### src/rtl/bsalu_pkg.sv
package bsalu_pkg;
  typedef enum logic [2:0] {
    F_AND  = 3'd0,
    F_OR   = 3'd1,
    F_NAND = 3'd2,
    F_NOR  = 3'd3,
    F_XOR  = 3'd4,
    F_XNOR = 3'd5,
    F_ADD  = 3'd6,
    F_SUB  = 3'd7
  } func_e;

  localparam int NFUNC = 8;

  // functions whose paths are neutralized by a state-transfer phase
  function automatic logic needs_xfer(func_e f);
    return (f == F_NAND) || (f == F_NOR) || (f == F_ADD) || (f == F_SUB);
  endfunction

  function automatic logic is_arith(func_e f);
    return (f == F_ADD) || (f == F_SUB);
  endfunction
endpackage

### src/rtl/bsalu_slice.sv
// Evaluates every function path for one bit slice.
module bsalu_slice
  import bsalu_pkg::*;
(
  input  logic             a_i,
  input  logic             b_i,
  input  logic             cin_i,
  input  logic [NFUNC-1:0] sel_oh,
  output logic [NFUNC-1:0] path_o,
  output logic             cout_o
);
  logic xor_ctl_hi, xor_ctl_lo;
  logic nb;
  logic c_add, c_sub;

  // the xor path conducts only for the pattern hi=1, lo=0
  assign xor_ctl_hi = sel_oh[int'(F_XOR)];
  assign xor_ctl_lo = ~sel_oh[int'(F_XOR)];
  assign nb         = ~b_i;

  assign c_add = (a_i & b_i) | (a_i & cin_i) | (b_i & cin_i);
  assign c_sub = (a_i & nb)  | (a_i & cin_i) | (nb & cin_i);

  always_comb begin
    path_o                = '0;
    path_o[int'(F_AND)]   = a_i & b_i;
    path_o[int'(F_OR)]    = a_i | b_i;
    path_o[int'(F_NAND)]  = ~(a_i & b_i);
    path_o[int'(F_NOR)]   = ~(a_i | b_i);
    path_o[int'(F_XOR)]   = (a_i ^ b_i) & xor_ctl_hi & ~xor_ctl_lo;
    path_o[int'(F_XNOR)]  = ~(a_i ^ b_i);
    path_o[int'(F_ADD)]   = a_i ^ b_i ^ cin_i;
    path_o[int'(F_SUB)]   = a_i ^ nb ^ cin_i;
  end

  assign cout_o = sel_oh[int'(F_SUB)] ? c_sub :
                  sel_oh[int'(F_ADD)] ? c_add : 1'b0;
endmodule

### src/rtl/bsalu_neutral.sv
// Forces every unselected path to 0 and merges the survivors.
module bsalu_neutral #(
  parameter int N = 8
) (
  input  logic [N-1:0] paths_i,
  input  logic [N-1:0] sel_oh,
  output logic         y_o
);
  logic [N-1:0] gated;

  for (genvar g = 0; g < N; g++) begin : g_gate
    assign gated[g] = paths_i[g] & sel_oh[g];
  end

  assign y_o = |gated;
endmodule

### src/rtl/bsalu_seq.sv
// Step counter and phase decode for the three- and two-phase schedules.
module bsalu_seq #(
  parameter int W = 8
) (
  input  logic                              clk,
  input  logic                              rst_n,
  input  logic                              start_i,
  input  logic                              full_i,
  output logic                              busy_o,
  output logic                              last_o,
  output logic                              ph_logic_o,
  output logic                              ph_xfer_o,
  output logic                              ph_out_o,
  output logic                              latch_raw_o,
  output logic                              wr_en_o,
  output logic [((W > 1) ? $clog2(W) : 1)-1:0] logic_idx_o,
  output logic [((W > 1) ? $clog2(W) : 1)-1:0] wr_idx_o
);
  localparam int IW = (W > 1) ? $clog2(W) : 1;
  localparam int SW = $clog2(2 * W + 2);
  localparam logic [SW-1:0] LAST_FULL = SW'(2 * W + 1);
  localparam logic [SW-1:0] LAST_RED  = SW'(2 * W);
  localparam logic [SW-1:0] MAX_LOGIC = SW'(2 * W - 1);
  localparam logic [SW-1:0] FIRST_OUT = SW'(3);

  logic [SW-1:0] step;
  logic [SW-1:0] half, half_m1;
  logic [SW-1:0] last_step;
  logic          odd;

  assign last_step = full_i ? LAST_FULL : LAST_RED;
  assign busy_o    = (step != '0);
  assign odd       = step[0];
  assign last_o    = busy_o && (step == last_step);

  always_ff @(posedge clk or negedge rst_n) begin
    if (!rst_n)       step <= '0;
    else if (start_i) step <= SW'(1);
    else if (busy_o)  step <= last_o ? '0 : step + 1'b1;
  end

  assign ph_logic_o = busy_o && odd && (step <= MAX_LOGIC);
  assign ph_xfer_o  = busy_o && full_i && !odd;
  assign ph_out_o   = busy_o && (full_i ? (odd && (step >= FIRST_OUT)) : !odd);

  assign half    = step >> 1;
  assign half_m1 = half - 1'b1;

  assign latch_raw_o = full_i && ph_logic_o;
  assign wr_en_o     = full_i ? ph_xfer_o : ph_logic_o;
  assign logic_idx_o = half[IW-1:0];
  assign wr_idx_o    = full_i ? half_m1[IW-1:0] : half[IW-1:0];
endmodule

### src/rtl/bitser_alu.sv
module bitser_alu
  import bsalu_pkg::*;
#(
  parameter int W = 8
) (
  input  logic         clk,
  input  logic         rst_n,
  input  logic         in_valid,
  output logic         in_ready,
  input  logic [W-1:0] in_a,
  input  logic [W-1:0] in_b,
  input  logic [2:0]   in_func,
  output logic [W-1:0] result,
  output logic         cout,
  output logic         done,
  output logic [2:0]   phase
);
  localparam int IW = (W > 1) ? $clog2(W) : 1;

  logic [W-1:0]     a_q, b_q, res_q;
  func_e            func_q;
  logic             carry_q;
  logic [NFUNC-1:0] raw_q;
  logic             rawc_q;

  logic             busy, last, ph_logic, ph_xfer, ph_out;
  logic             latch_raw, wr_en, accept, full;
  logic [IW-1:0]    logic_idx, wr_idx;
  logic [NFUNC-1:0] sel_oh, live_path, merge_in;
  logic             live_c, merged;

  assign full     = needs_xfer(func_q);
  assign in_ready = !busy;
  assign accept   = in_valid && in_ready;
  assign sel_oh   = NFUNC'(1) << func_q;

  bsalu_seq #(.W(W)) u_seq (
    .clk         (clk),
    .rst_n       (rst_n),
    .start_i     (accept),
    .full_i      (full),
    .busy_o      (busy),
    .last_o      (last),
    .ph_logic_o  (ph_logic),
    .ph_xfer_o   (ph_xfer),
    .ph_out_o    (ph_out),
    .latch_raw_o (latch_raw),
    .wr_en_o     (wr_en),
    .logic_idx_o (logic_idx),
    .wr_idx_o    (wr_idx)
  );

  bsalu_slice u_slice (
    .a_i    (a_q[logic_idx]),
    .b_i    (b_q[logic_idx]),
    .cin_i  (carry_q),
    .sel_oh (sel_oh),
    .path_o (live_path),
    .cout_o (live_c)
  );

  // three-phase functions merge the latched slice, two-phase ones the live slice
  assign merge_in = full ? raw_q : live_path;

  bsalu_neutral #(.N(NFUNC)) u_neutral (
    .paths_i (merge_in),
    .sel_oh  (sel_oh),
    .y_o     (merged)
  );

  always_ff @(posedge clk or negedge rst_n) begin
    if (!rst_n) begin
      a_q     <= '0;
      b_q     <= '0;
      func_q  <= F_AND;
      res_q   <= '0;
      carry_q <= 1'b0;
      raw_q   <= '0;
      rawc_q  <= 1'b0;
    end else if (accept) begin
      a_q     <= in_a;
      b_q     <= in_b;
      func_q  <= func_e'(in_func);
      res_q   <= '0;
      carry_q <= (func_e'(in_func) == F_SUB);
      raw_q   <= '0;
      rawc_q  <= 1'b0;
    end else begin
      if (latch_raw) begin
        raw_q  <= live_path;
        rawc_q <= live_c;
      end
      if (wr_en) begin
        res_q[wr_idx] <= merged;
        if (is_arith(func_q)) carry_q <= full ? rawc_q : live_c;
      end
    end
  end

  assign result = res_q;
  assign cout   = carry_q;
  assign done   = last;
  assign phase  = {ph_out, ph_xfer, ph_logic};
endmodule

### config.mk
export PLATFORM = sky130hd
export DESIGN_NAME = bitser_alu
export DESIGN_NICKNAME = d
export VERILOG_FILES = /design/src/rtl/bsalu_pkg.sv /design/src/rtl/bsalu_slice.sv /design/src/rtl/bsalu_neutral.sv /design/src/rtl/bsalu_seq.sv /design/src/rtl/bitser_alu.sv
export SDC_FILE = /design/constraint.sdc
export NUM_CORES = 1
export LEC_CHECK = 0
export ABC_CLOCK_PERIOD_IN_PS = 7500
export BUFFER_PORTS_ARGS = -buffer_cell sky130_fd_sc_hd__buf_4
export CAP_MARGIN = 10
export CORE_ASPECT_RATIO = 1.75
export CORE_MARGIN = 3
export CORE_UTILIZATION = 35
export CTS_CLUSTER_SIZE = 8
export DETAILED_ROUTE_END_ITERATION = 6
export GPL_TIMING_DRIVEN = 0
export PLACE_DENSITY = 0.51
export SLEW_MARGIN = 20
export SYNTH_ARGS = -nofsm -noshare
export SYNTH_HDL_FRONTEND = slang
export SYNTH_HIERARCHICAL = 1
export SYNTH_SLANG_ARGS = --single-unit
### constraint.sdc
create_clock -name clk -period 7.5 [get_ports clk]
set_clock_uncertainty 0.1 [all_clocks]
set_input_delay 1.5 -clock clk [delete_from_list [all_inputs] [get_ports clk]]
set_output_delay 1.5 -clock clk [all_outputs]
set_load 0.05 [all_outputs]
==> results.yml, run 1 <==
die:
  core_um2: 6910
  chipWidth_um: 69.8
  die_h_um: 118
  ioPinCount: 36
  design.die.area_um2: 8200
  row_count: 40
  initial_utilization: 0.361
detailed_routing:
  dr.first_iter.drc_count: 63
  vias_per_cell: 5.02
  drt_drc_violations_left: 0
  count_of_nets_left_with_antenna_violations_after_detail_routing: 0
  routed_wl_um: 5110
  avgRoutedWirePerCell_um: 15.0
  detailedRoute.firstPassIterationCount: 6
  route.vias.total: 1712
synth:
  synth.cells.most_frequent: "sky130_fd_sc_hd__dfrtp_1 (42), sky130_fd_sc_hd__mux2_2 (29), sky130_fd_sc_hd__nor2_1 (22)"
  seq_area_frac_synth: 0.422
  yosysTopAreaCell: "sky130_fd_sc_hd__dfrtp_1"
  yosys-top-cells-area: "sky130_fd_sc_hd__dfrtp_1 (42%), sky130_fd_sc_hd__mux2_2 (13%), sky130_fd_sc_hd__mux2i_1 (7.6%)"
  yosys_warnings: 6
  syn-mean-instance-area_um2: 11.6
  synthArstFlopShare: 1.00
  synth-edff-count: 0
  synth.net_count: 247
  synth.lib_cells_used.distinct: 47
  synthesized_netlist_cell_count: 215
  synth_most_common_cell: "sky130_fd_sc_hd__dfrtp_1"
  yosys_register_bits: 42
  post_synth_instance_area_um2: 2490
  postSynth.topFlopCell: "sky130_fd_sc_hd__dfrtp_1"
  synth.top_cell.area_share: 0.422
setup_path:
  worst_setup_sp_type: "register"
  setup.worst_path.class: "reg2out"
  arrival_ns: 2.14
  crit_buf_inv: 2
  register_to_register_path_depth: 11
  cp_startpoint: "u_seq/step[1]$_DFFE_PN0P_"
  worstPathRequired_ns: 5.90
  setup.worst_path.end_class: "primary output"
  critical-path-max-stage-delay_ns: 0.49
  critical_path.cell_chain: "ha_1 -> and3_2 -> ha_1 -> o21ai_1 -> nor2_1 -> buf_4 -> buf_4"
  critical_path_peak_fanout: 7
  cp.depth: 7
  timing.critical_path.slowest_stage_cell: "sky130_fd_sc_hd__dfrtp_1"
  cpLargestDelayFamily: "flip-flops"
  critical_r2r_launch: "u_seq/step[2]$_DFFE_PN0P_"
timing:
  finalSetupViolCount: 0
  fin_hold_ws_ns: 0.398
  worst_slack_ns: 3.76
  maxSlewHeadroom: 0.616
  max_freq_mhz: 268
  drv_slew: 0
  rsz0062_at_grt: "no"
  finalSetupTns_ns: 0
  timing.final.hold_violations: 0
  tightest_pin_transition_ns: 0.572
  layout_worst_path_cycle_share: 0.498
  finalCriticalPeriod_ns: 3.74
place:
  dp_hpwl_um: 3820
  placed_cells: 334
  placed_cell_area_um2: 2860
  globalplace.congestion: 0.746
  buffer_ports.inserted: 35
  place_ws_ns: 4.02
power:
  design_power_total_mw: 1.59
  static-leakage-power_nw: 1.42
  ir_drop_mv: 0.223
  power_per_cell_area_nw_per_um2: 527
clocking:
  cts_setup_buffers: 0
  cts_resized: 0
  h-tree-depth: 2
  cts_buffer_depth: 2
  cts_tree: "yes"
  cts-root-buf: "sky130_fd_sc_hd__clkbuf_16"
  cts_buffers: 5
  cts.sink_count: 42
  clk_pin_slew_ns: 0.06
  post_cts_hold_buffers: 0
  worstSkewPairLatency_ns: 0.28
finish:
  post-route-util: 0.438
  nNetsFinal: 289
  final.fill_count: 684
  finalInstanceArea_um2: 3030
  antenna_diodes: 0
  final_layout_size_suffix_gt1_frac: 0.370
  area.growth.synth_to_final_pct: 21.6
  layout.cells.non_filler: 341
global_routing:
  via_count_of_the_first_global_routing_pass: 1753
  overflow: 0
  number_of_antenna_violations_at_the_first_check_in_global_routing: 0
  grt_max_degree: 43
  grt_util_all_layers: 0.135
  grt_first_pass_wirelength_um: 8790
min_path:
  holdCritStartpoint: "a_q[1]$_DFFE_PN0P_"
  worstHoldPathType: "reg2reg"
  hold-path-cell-count: 1
job:
  cap_violations: 0
outcome:
  outcome: "finished clean"
[where the power goes]
| part | total [mW] | switching (mW) | internal [mW] |
|---|---|---|---|
| clock network | 0.250 | 0.0861 | 0.164 |
| logic | 0.938 | 0.517 | 0.421 |
| registers | 0.406 | 0.0722 | 0.333 |
[cells in the final DEF, fill, tap and decap left out, types with 4 or more instances in the layout]
cell type                   instances
sky130_fd_sc_hd__nor2_1            22
sky130_fd_sc_hd__mux2_2            29
sky130_fd_sc_hd__mux4_1             4
sky130_fd_sc_hd__nand2_1            6
sky130_fd_sc_hd__clkbuf_16          5
sky130_fd_sc_hd__ha_1               8
sky130_fd_sc_hd__buf_4             42
sky130_fd_sc_hd__dfrtp_1           42
sky130_fd_sc_hd__inv_1             12
sky130_fd_sc_hd__mux2i_1           19
sky130_fd_sc_hd__a21oi_1            4
sky130_fd_sc_hd__buf_2              7
sky130_fd_sc_hd__a22oi_1            4
[registers in the layout, summed over array words and instances, names as in the netlist]
| register | flops |
|---|---|
| raw_q | 8 |
| b_q | 8 |
| rawc_q | 1 |
| u_seq/step | 5 |
| result | 8 |
| a_q | 8 |
| cout | 1 |
| func_q | 3 |
[worst paths after layout]
path | to | slack [ns]
setup reg to reg | result[0]$_DFFE_PN0P_ | 4.05
min in group asynchronous | raw_q[5]$_DFFE_PN0P_ | 1.09
hold / removal | a_q[1]$_DFFE_PN0P_ | 0.40
max in group asynchronous | a_q[3]$_DFFE_PN0P_ | 5.81
setup / recovery | phase[0] | 3.76
hold reg to reg | a_q[1]$_DFFE_PN0P_ | 0.40
[final cells by class]
class / count / area [µm²] / share of cell area
buffer: 19 / 109 / 0.0360
clock buffer: 6 / 139 / 0.0459
clock inverter: 1 / 30.0 / 0.00992
inverter: 13 / 48.8 / 0.0161
multi-input combinational: 141 / 1280 / 0.423
sequential: 42 / 1050 / 0.347
tap: 84 / 105 / 0.0347
timing repair buffer: 35 / 263 / 0.0868
[kinds of logic after synthesis]
group                    Yosys count  synth area share
multiplexers                      52             0.250
adder cells (fa/ha/maj)           10            0.0563
XOR/XNOR                           3            0.0106
AND/OR/NAND/NOR                   59             0.146
buffers and inverters             32            0.0633
flip-flops                        42             0.422
AO/OA/AOI/OAI                     17            0.0523
[per-layer routing]
layer  vias to the layer above  track usage  wire length [µm]
met1                       844        0.146              1940
met3                         7       0.0299               161
li1                        835            -                 -
met5                         -            0                 0
met4                         0       0.0504                87
met2                        26        0.249              2930
No activity file was read; power rests on OpenSTA's default activity.
==> run 2, diff against run 1 <==
--- a/config.mk
+++ b/config.mk
@@ -5,7 +5,7 @@
 export SDC_FILE = /design/constraint.sdc
 export NUM_CORES = 1
 export LEC_CHECK = 0
-export ABC_CLOCK_PERIOD_IN_PS = 7500
+export ABC_CLOCK_PERIOD_IN_PS = 3050
 export BUFFER_PORTS_ARGS = -buffer_cell sky130_fd_sc_hd__buf_4
 export CAP_MARGIN = 10
 export CORE_ASPECT_RATIO = 1.75
@@ -14,7 +14,7 @@
 export CTS_CLUSTER_SIZE = 8
 export DETAILED_ROUTE_END_ITERATION = 6
 export GPL_TIMING_DRIVEN = 0
-export PLACE_DENSITY = 0.51
+export PLACE_DENSITY = 0.53
 export SLEW_MARGIN = 20
 export SYNTH_ARGS = -nofsm -noshare
 export SYNTH_HDL_FRONTEND = slang
==> constraint.sdc (replaced) <==
create_clock -name clk -period 3.05 [get_ports clk]
set_clock_uncertainty 0.1 [all_clocks]
set_input_delay 0.61 -clock clk [delete_from_list [all_inputs] [get_ports clk]]
set_output_delay 0.61 -clock clk [all_outputs]
set_load 0.05 [all_outputs]
==> run 2 against run 1 <==
Net effect:
- via count increased by 1.3%
- global-route usage shrank 0.26 points
- worst hold slack got worse by 0.19 ns
- register-to-register slack got worse by 3.9 ns
- die area did not move
- worst setup slack got worse by 3.6 ns
- routed wire length rose by 0.29%
- clock-buffer cell count fell by 1
- utilization rose by 0.98 points
- sequential share of layout area is 0.68 points lower
- critical path depth increased by 5
- highest routed layer is now met3
==> results.yml, run 2 (same netlist as run 1, synthesis figures left out) <==
outcome:
  outcome: "finished clean"
detailed_routing:
  dr.first_iter.drc_count: 60
  drt_drc_violations_left: 0
  routed_wl_um: 5130
  detailedRoute.firstPassIterationCount: 4
  vias_per_cell: 4.97
  route.vias.total: 1735
  avgRoutedWirePerCell_um: 14.7
  count_of_nets_left_with_antenna_violations_after_detail_routing: 0
finish:
  final_layout_size_suffix_gt1_frac: 0.438
  final_cell_mix: "sky130_fd_sc_hd__buf_4 (49), sky130_fd_sc_hd__dfrtp_1 (40), sky130_fd_sc_hd__mux2_2 (26)"
  area.growth.synth_to_final_pct: 24.3
  nNetsFinal: 296
  antenna_diodes: 0
  final.fill_count: 684
  most_frequent_standard_cell_in_the_layout_excluding_fill_and_tap_cells: "sky130_fd_sc_hd__buf_4"
setup_path:
  worstPathRequired_ns: 3.11
  arrival_ns: 2.99
  worst_setup_sp_type: "register"
  setup.worst_path.end_class: "register"
  critical_path_peak_fanout: 8
  setup.worst_path.class: "reg2reg"
global_routing:
  grt_util_all_layers: 0.132
  number_of_antenna_violations_at_the_first_check_in_global_routing: 0
  overflow: 0
  grt_first_pass_wirelength_um: 8870
  via_count_of_the_first_global_routing_pass: 1821
  grt_max_degree: 43
clocking:
  post_cts_hold_buffers: 0
  worstSkewPairLatency_ns: 0.28
  cts_buffers: 5
  cts_tree: "yes"
  cts_buffer_depth: 2
  h-tree-depth: 2
  cts.sink_count: 42
  clk_pin_slew_ns: 0.06
  cts-root-buf: "sky130_fd_sc_hd__clkbuf_16"
die:
  design.die.area_um2: 8200
  core_um2: 6910
  ioPinCount: 36
  chipWidth_um: 69.8
  row_count: 40
  initial_utilization: 0.361
  die_h_um: 118
timing:
  finalSetupViolCount: 0
  tightest_pin_transition_ns: 0.580
  timing.final.hold_violations: 0
  maxSlewHeadroom: 0.611
  drv_slew: 0
  max_freq_mhz: 341
  layout_worst_path_cycle_share: 0.960
  worst_slack_ns: 0.122
  finalCriticalPeriod_ns: 2.93
min_path:
  worstHoldPathType: "in2async"
place:
  place_ws_ns: -0.342
  buffer_ports.inserted: 35
  dp_hpwl_um: 3730
  globalplace.congestion: 0.735
job:
  cap_violations: 0
==> run 2: worst paths after layout <==
check	from	slack, ns	end	cells after the start
max in group asynchronous	rst_n	2.23	u_seq/step[3]$_DFFE_PN0P_	1
min in group clk	b_q[6]$_DFFE_PN0P_	0.40	b_q[6]$_DFFE_PN0P_	1
hold reg to reg	b_q[6]$_DFFE_PN0P_	0.40	b_q[6]$_DFFE_PN0P_	1
hold / removal	rst_n	0.21	result[6]$_DFFE_PN0P_	1
setup / recovery	u_seq/step[2]$_DFFE_PN0P_	0.12	result[2]$_DFFE_PN0P_	12
setup reg to reg	u_seq/step[2]$_DFFE_PN0P_	0.12	result[2]$_DFFE_PN0P_	12
==> run 2: repair_timing <==
action	4_1_cts	5_1_grt
pin swaps	1	5
endpoints found under the setup margin	8	9
gates resized for setup	10	8
buffers inserted	2	6
endpoints found under the hold margin	0	0
==> run 2: area by class of cell <==
type / count / area [µm²] / share of cell area
clock buffer: 5 / 125 / 0.0404
clock inverter: 3 / 21.3 / 0.00687
multi-input combinational: 141 / 1300 / 0.421
inverter: 13 / 51.3 / 0.0166
sequential: 42 / 1050 / 0.340
timing repair buffer: 43 / 323 / 0.104
tap: 84 / 105 / 0.0340
buffer: 18 / 111 / 0.0360
==> run 2: through the flow <==
stage          instance area (µm²)  hold slack, ns  cells  utilization  setup TNS (ns)
2_1_floorplan                 2490           0.214    215            -               0
4_1_cts                       3030           0.239    344        0.439               0
5_1_grt                       3090           0.259    349        0.448         -0.0531
3_3_place_gp                  2860           0.382    334        0.414           -2.54
6_report                      3090           0.210    349        0.448               0
3_5_place_dp                  2860           0.392    334        0.414           -2.67
==> run 2: critical path: stages, from the launching register on <==
cell                       delay (ns)
sky130_fd_sc_hd__dfrtp_2         0.47
sky130_fd_sc_hd__mux4_2          0.35
sky130_fd_sc_hd__mux2_4          0.17
sky130_fd_sc_hd__inv_2           0.06
sky130_fd_sc_hd__fa_1            0.57
sky130_fd_sc_hd__buf_4           0.13
sky130_fd_sc_hd__inv_1           0.04
sky130_fd_sc_hd__mux2_2          0.26
sky130_fd_sc_hd__a22oi_1         0.16
sky130_fd_sc_hd__nand4_1         0.13
sky130_fd_sc_hd__clkbuf_8        0.18
sky130_fd_sc_hd__mux2i_2         0.14
sky130_fd_sc_hd__nor2_1          0.06
==> run 2: per-layer routing <==
layer | up-vias | global-route usage | wire length [µm]
met1 | 856 | 0.152 | 2090
met2 | 25 | 0.248 | 2940
met5 | - | 0 | 0
met3 | 0 | 0.0162 | 106
met4 | 0 | 0.0432 | 0
li1 | 854 | - | -
Power of run 2 is not shown: default switching activity piles up to over one toggle a cycle in this logic, so the estimate is an artifact.
==> run 3, diff against run 2 <==
--- a/config.mk
+++ b/config.mk
@@ -5,7 +5,7 @@
 export SDC_FILE = /design/constraint.sdc
 export NUM_CORES = 1
 export LEC_CHECK = 0
-export ABC_CLOCK_PERIOD_IN_PS = 3050
+export ABC_CLOCK_PERIOD_IN_PS = 3550
 export BUFFER_PORTS_ARGS = -buffer_cell sky130_fd_sc_hd__buf_4
 export CAP_MARGIN = 10
 export CORE_ASPECT_RATIO = 1.75
@@ -14,7 +14,7 @@
 export CTS_CLUSTER_SIZE = 8
 export DETAILED_ROUTE_END_ITERATION = 6
 export GPL_TIMING_DRIVEN = 0
-export PLACE_DENSITY = 0.53
+export PLACE_DENSITY = 0.51
 export SLEW_MARGIN = 20
 export SYNTH_ARGS = -nofsm -noshare
 export SYNTH_HDL_FRONTEND = slang
==> constraint.sdc (replaced) <==
create_clock -name clk -period 3.55 [get_ports clk]
set_clock_uncertainty 0.1 [all_clocks]
set_input_delay 0.71 -clock clk [delete_from_list [all_inputs] [get_ports clk]]
set_output_delay 0.71 -clock clk [all_outputs]
set_load 0.05 [all_outputs]
==> run 3 against run 2 <==
Net effect:
- global-route usage is 0.26 points higher
- fmax is 11% lower
- worst hold slack better by 0.091 ns
- clock-buffer cell count is 1 higher
- die area stayed put
- cell area is 2.1% lower
- via count is 0.63% lower
- critical path type unchanged
- critical endpoint is now result[0]$_DFFE_PN0P_
- highest routed layer is now met4
==> results.yml, run 3 (same netlist as run 1, synthesis figures left out) <==
finish:
  antenna_diodes: 0
  final_cell_mix: "sky130_fd_sc_hd__buf_4 (42), sky130_fd_sc_hd__dfrtp_1 (41), sky130_fd_sc_hd__mux2_2 (29)"
  final_layout_size_suffix_gt1_frac: 0.377
  area.growth.synth_to_final_pct: 21.7
  most_frequent_standard_cell_in_the_layout_excluding_fill_and_tap_cells: "sky130_fd_sc_hd__buf_4"
  nNetsFinal: 289
die:
  die_h_um: 118
  core_um2: 6910
  chipWidth_um: 69.8
  initial_utilization: 0.361
  ioPinCount: 36
  design.die.area_um2: 8200
  row_count: 40
detailed_routing:
  count_of_nets_left_with_antenna_violations_after_detail_routing: 0
  avgRoutedWirePerCell_um: 15.0
  routed_wl_um: 5120
  route.vias.total: 1724
  dr.first_iter.drc_count: 56
  drt_drc_violations_left: 0
  vias_per_cell: 5.06
  detailedRoute.firstPassIterationCount: 4
setup_path:
  worstPathRequired_ns: 3.61
  setup.worst_path.end_class: "register"
  critical_r2r_launch: "u_seq/step[2]$_DFFE_PN0P_"
  timing.rr.end: "result[0]$_DFFE_PN0P_"
  critical_path_peak_fanout: 8
  setup.worst_path.class: "reg2reg"
  arrival_ns: 3.36
  rrSetupSlack_ns: 0.25
  worst_setup_sp_type: "register"
  register_to_register_path_depth: 12
global_routing:
  via_count_of_the_first_global_routing_pass: 1753
  grt_util_all_layers: 0.135
  grt_first_pass_wirelength_um: 8790
  overflow: 0
  grt_max_degree: 43
  number_of_antenna_violations_at_the_first_check_in_global_routing: 0
place:
  globalplace.congestion: 0.746
  buffer_ports.inserted: 35
  dp_hpwl_um: 3820
clocking:
  clk_pin_slew_ns: 0.06
  cts_buffer_depth: 2
  h-tree-depth: 2
  cts_buffers: 5
  worstSkewPairLatency_ns: 0.28
  cts.sink_count: 42
  cts-root-buf: "sky130_fd_sc_hd__clkbuf_16"
  cts_setup_buffers: 0
  cts_tree: "yes"
min_path:
  worstHoldPathType: "in2async"
timing:
  finalCriticalPeriod_ns: 3.30
  maxSlewHeadroom: 0.616
  tightest_pin_transition_ns: 0.571
  timing.final.hold_violations: 0
  finalSetupTns_ns: 0
  max_freq_mhz: 303
  drv_slew: 0
  fin_hold_ws_ns: 0.301
  layout_worst_path_cycle_share: 0.929
  finalSetupViolCount: 0
  rsz0062_at_grt: "no"
power:
  power_per_cell_area_nw_per_um2: 1120
  design_power_total_mw: 3.38
  ir_drop_mv: 0.452
  static-leakage-power_nw: 1.42
outcome:
  outcome: "finished clean"
job:
  cap_violations: 0
run 3: layer usage:
layer	up-vias	track usage	wire (µm)
met2	27	0.249	2930
met4	0	0.0504	87
met5	-	0	0
li1	837	-	-
met3	7	0.0299	166
met1	853	0.146	1940
run 3: stage by stage:
step	worst slack, ns	utilization	cell area (µm²)	std cells
5_1_grt	0.0149	0.439	3030	341
6_report	0.251	0.439	3030	341
2_1_floorplan	0.471	-	2490	215
4_1_cts	0.0433	0.438	3030	341
3_5_place_dp	0.0695	0.414	2860	334
3_3_place_gp	0.0755	0.414	2860	334
run 3: cell type report:
cell class              count  area, µm²
well taps                  84        105
fillers                   688       3880
clock inverters             1       30.0
flip-flops and latches     42       1050
inverters                  13       48.8
multi-input cells         141       1280
clock buffers               6        139
repair buffers             35        263
plain buffers              19        110
run 3: how the worst max path moves through the flow:
stage | start | endpoint | slack [ns] | depth (start not counted)
finish | u_seq/step[2]$_DFFE_PN0P_ | result[0]$_DFFE_PN0P_ | 0.25 | 12
global route | u_seq/step[2]$_DFFE_PN0P_ | result[6]$_DFFE_PN0P_ | 0.01 | 11
CTS | u_seq/step[2]$_DFFE_PN0P_ | result[0]$_DFFE_PN0P_ | 0.04 | 11
detailed placement | u_seq/step[2]$_DFFE_PN0P_ | result[0]$_DFFE_PN0P_ | 0.07 | 11
global placement | u_seq/step[2]$_DFFE_PN0P_ | result[7]$_DFFE_PN0P_ | 0.08 | 11
floorplan | u_seq/step[2]$_DFFE_PN0P_ | result[0]$_DFFE_PN0P_ | 0.47 | 11
run 3: timing repair:
action	4_1_cts	5_1_grt
hold buffers	0	0
setup endpoints to repair	0	8
gates resized for setup	0	3
run 3: critical path, stage by stage (launching register included):
cell                       delay, ns
sky130_fd_sc_hd__dfrtp_2        0.45
sky130_fd_sc_hd__buf_4          0.17
sky130_fd_sc_hd__mux4_1         0.56
sky130_fd_sc_hd__mux2_2         0.30
sky130_fd_sc_hd__inv_1          0.15
sky130_fd_sc_hd__ha_1           0.29
sky130_fd_sc_hd__and2_1         0.18
sky130_fd_sc_hd__mux2_2         0.26
sky130_fd_sc_hd__a22oi_1        0.19
sky130_fd_sc_hd__nand4_1        0.12
sky130_fd_sc_hd__clkbuf_2       0.19
sky130_fd_sc_hd__mux2i_1        0.16
sky130_fd_sc_hd__nor2_1         0.05
run 3: report_power, final:
part	internal, mW	total (mW)	switching [mW]
Combinational	0.896	1.99	1.09
Sequential	0.705	0.858	0.152
Clock	0.347	0.530	0.183
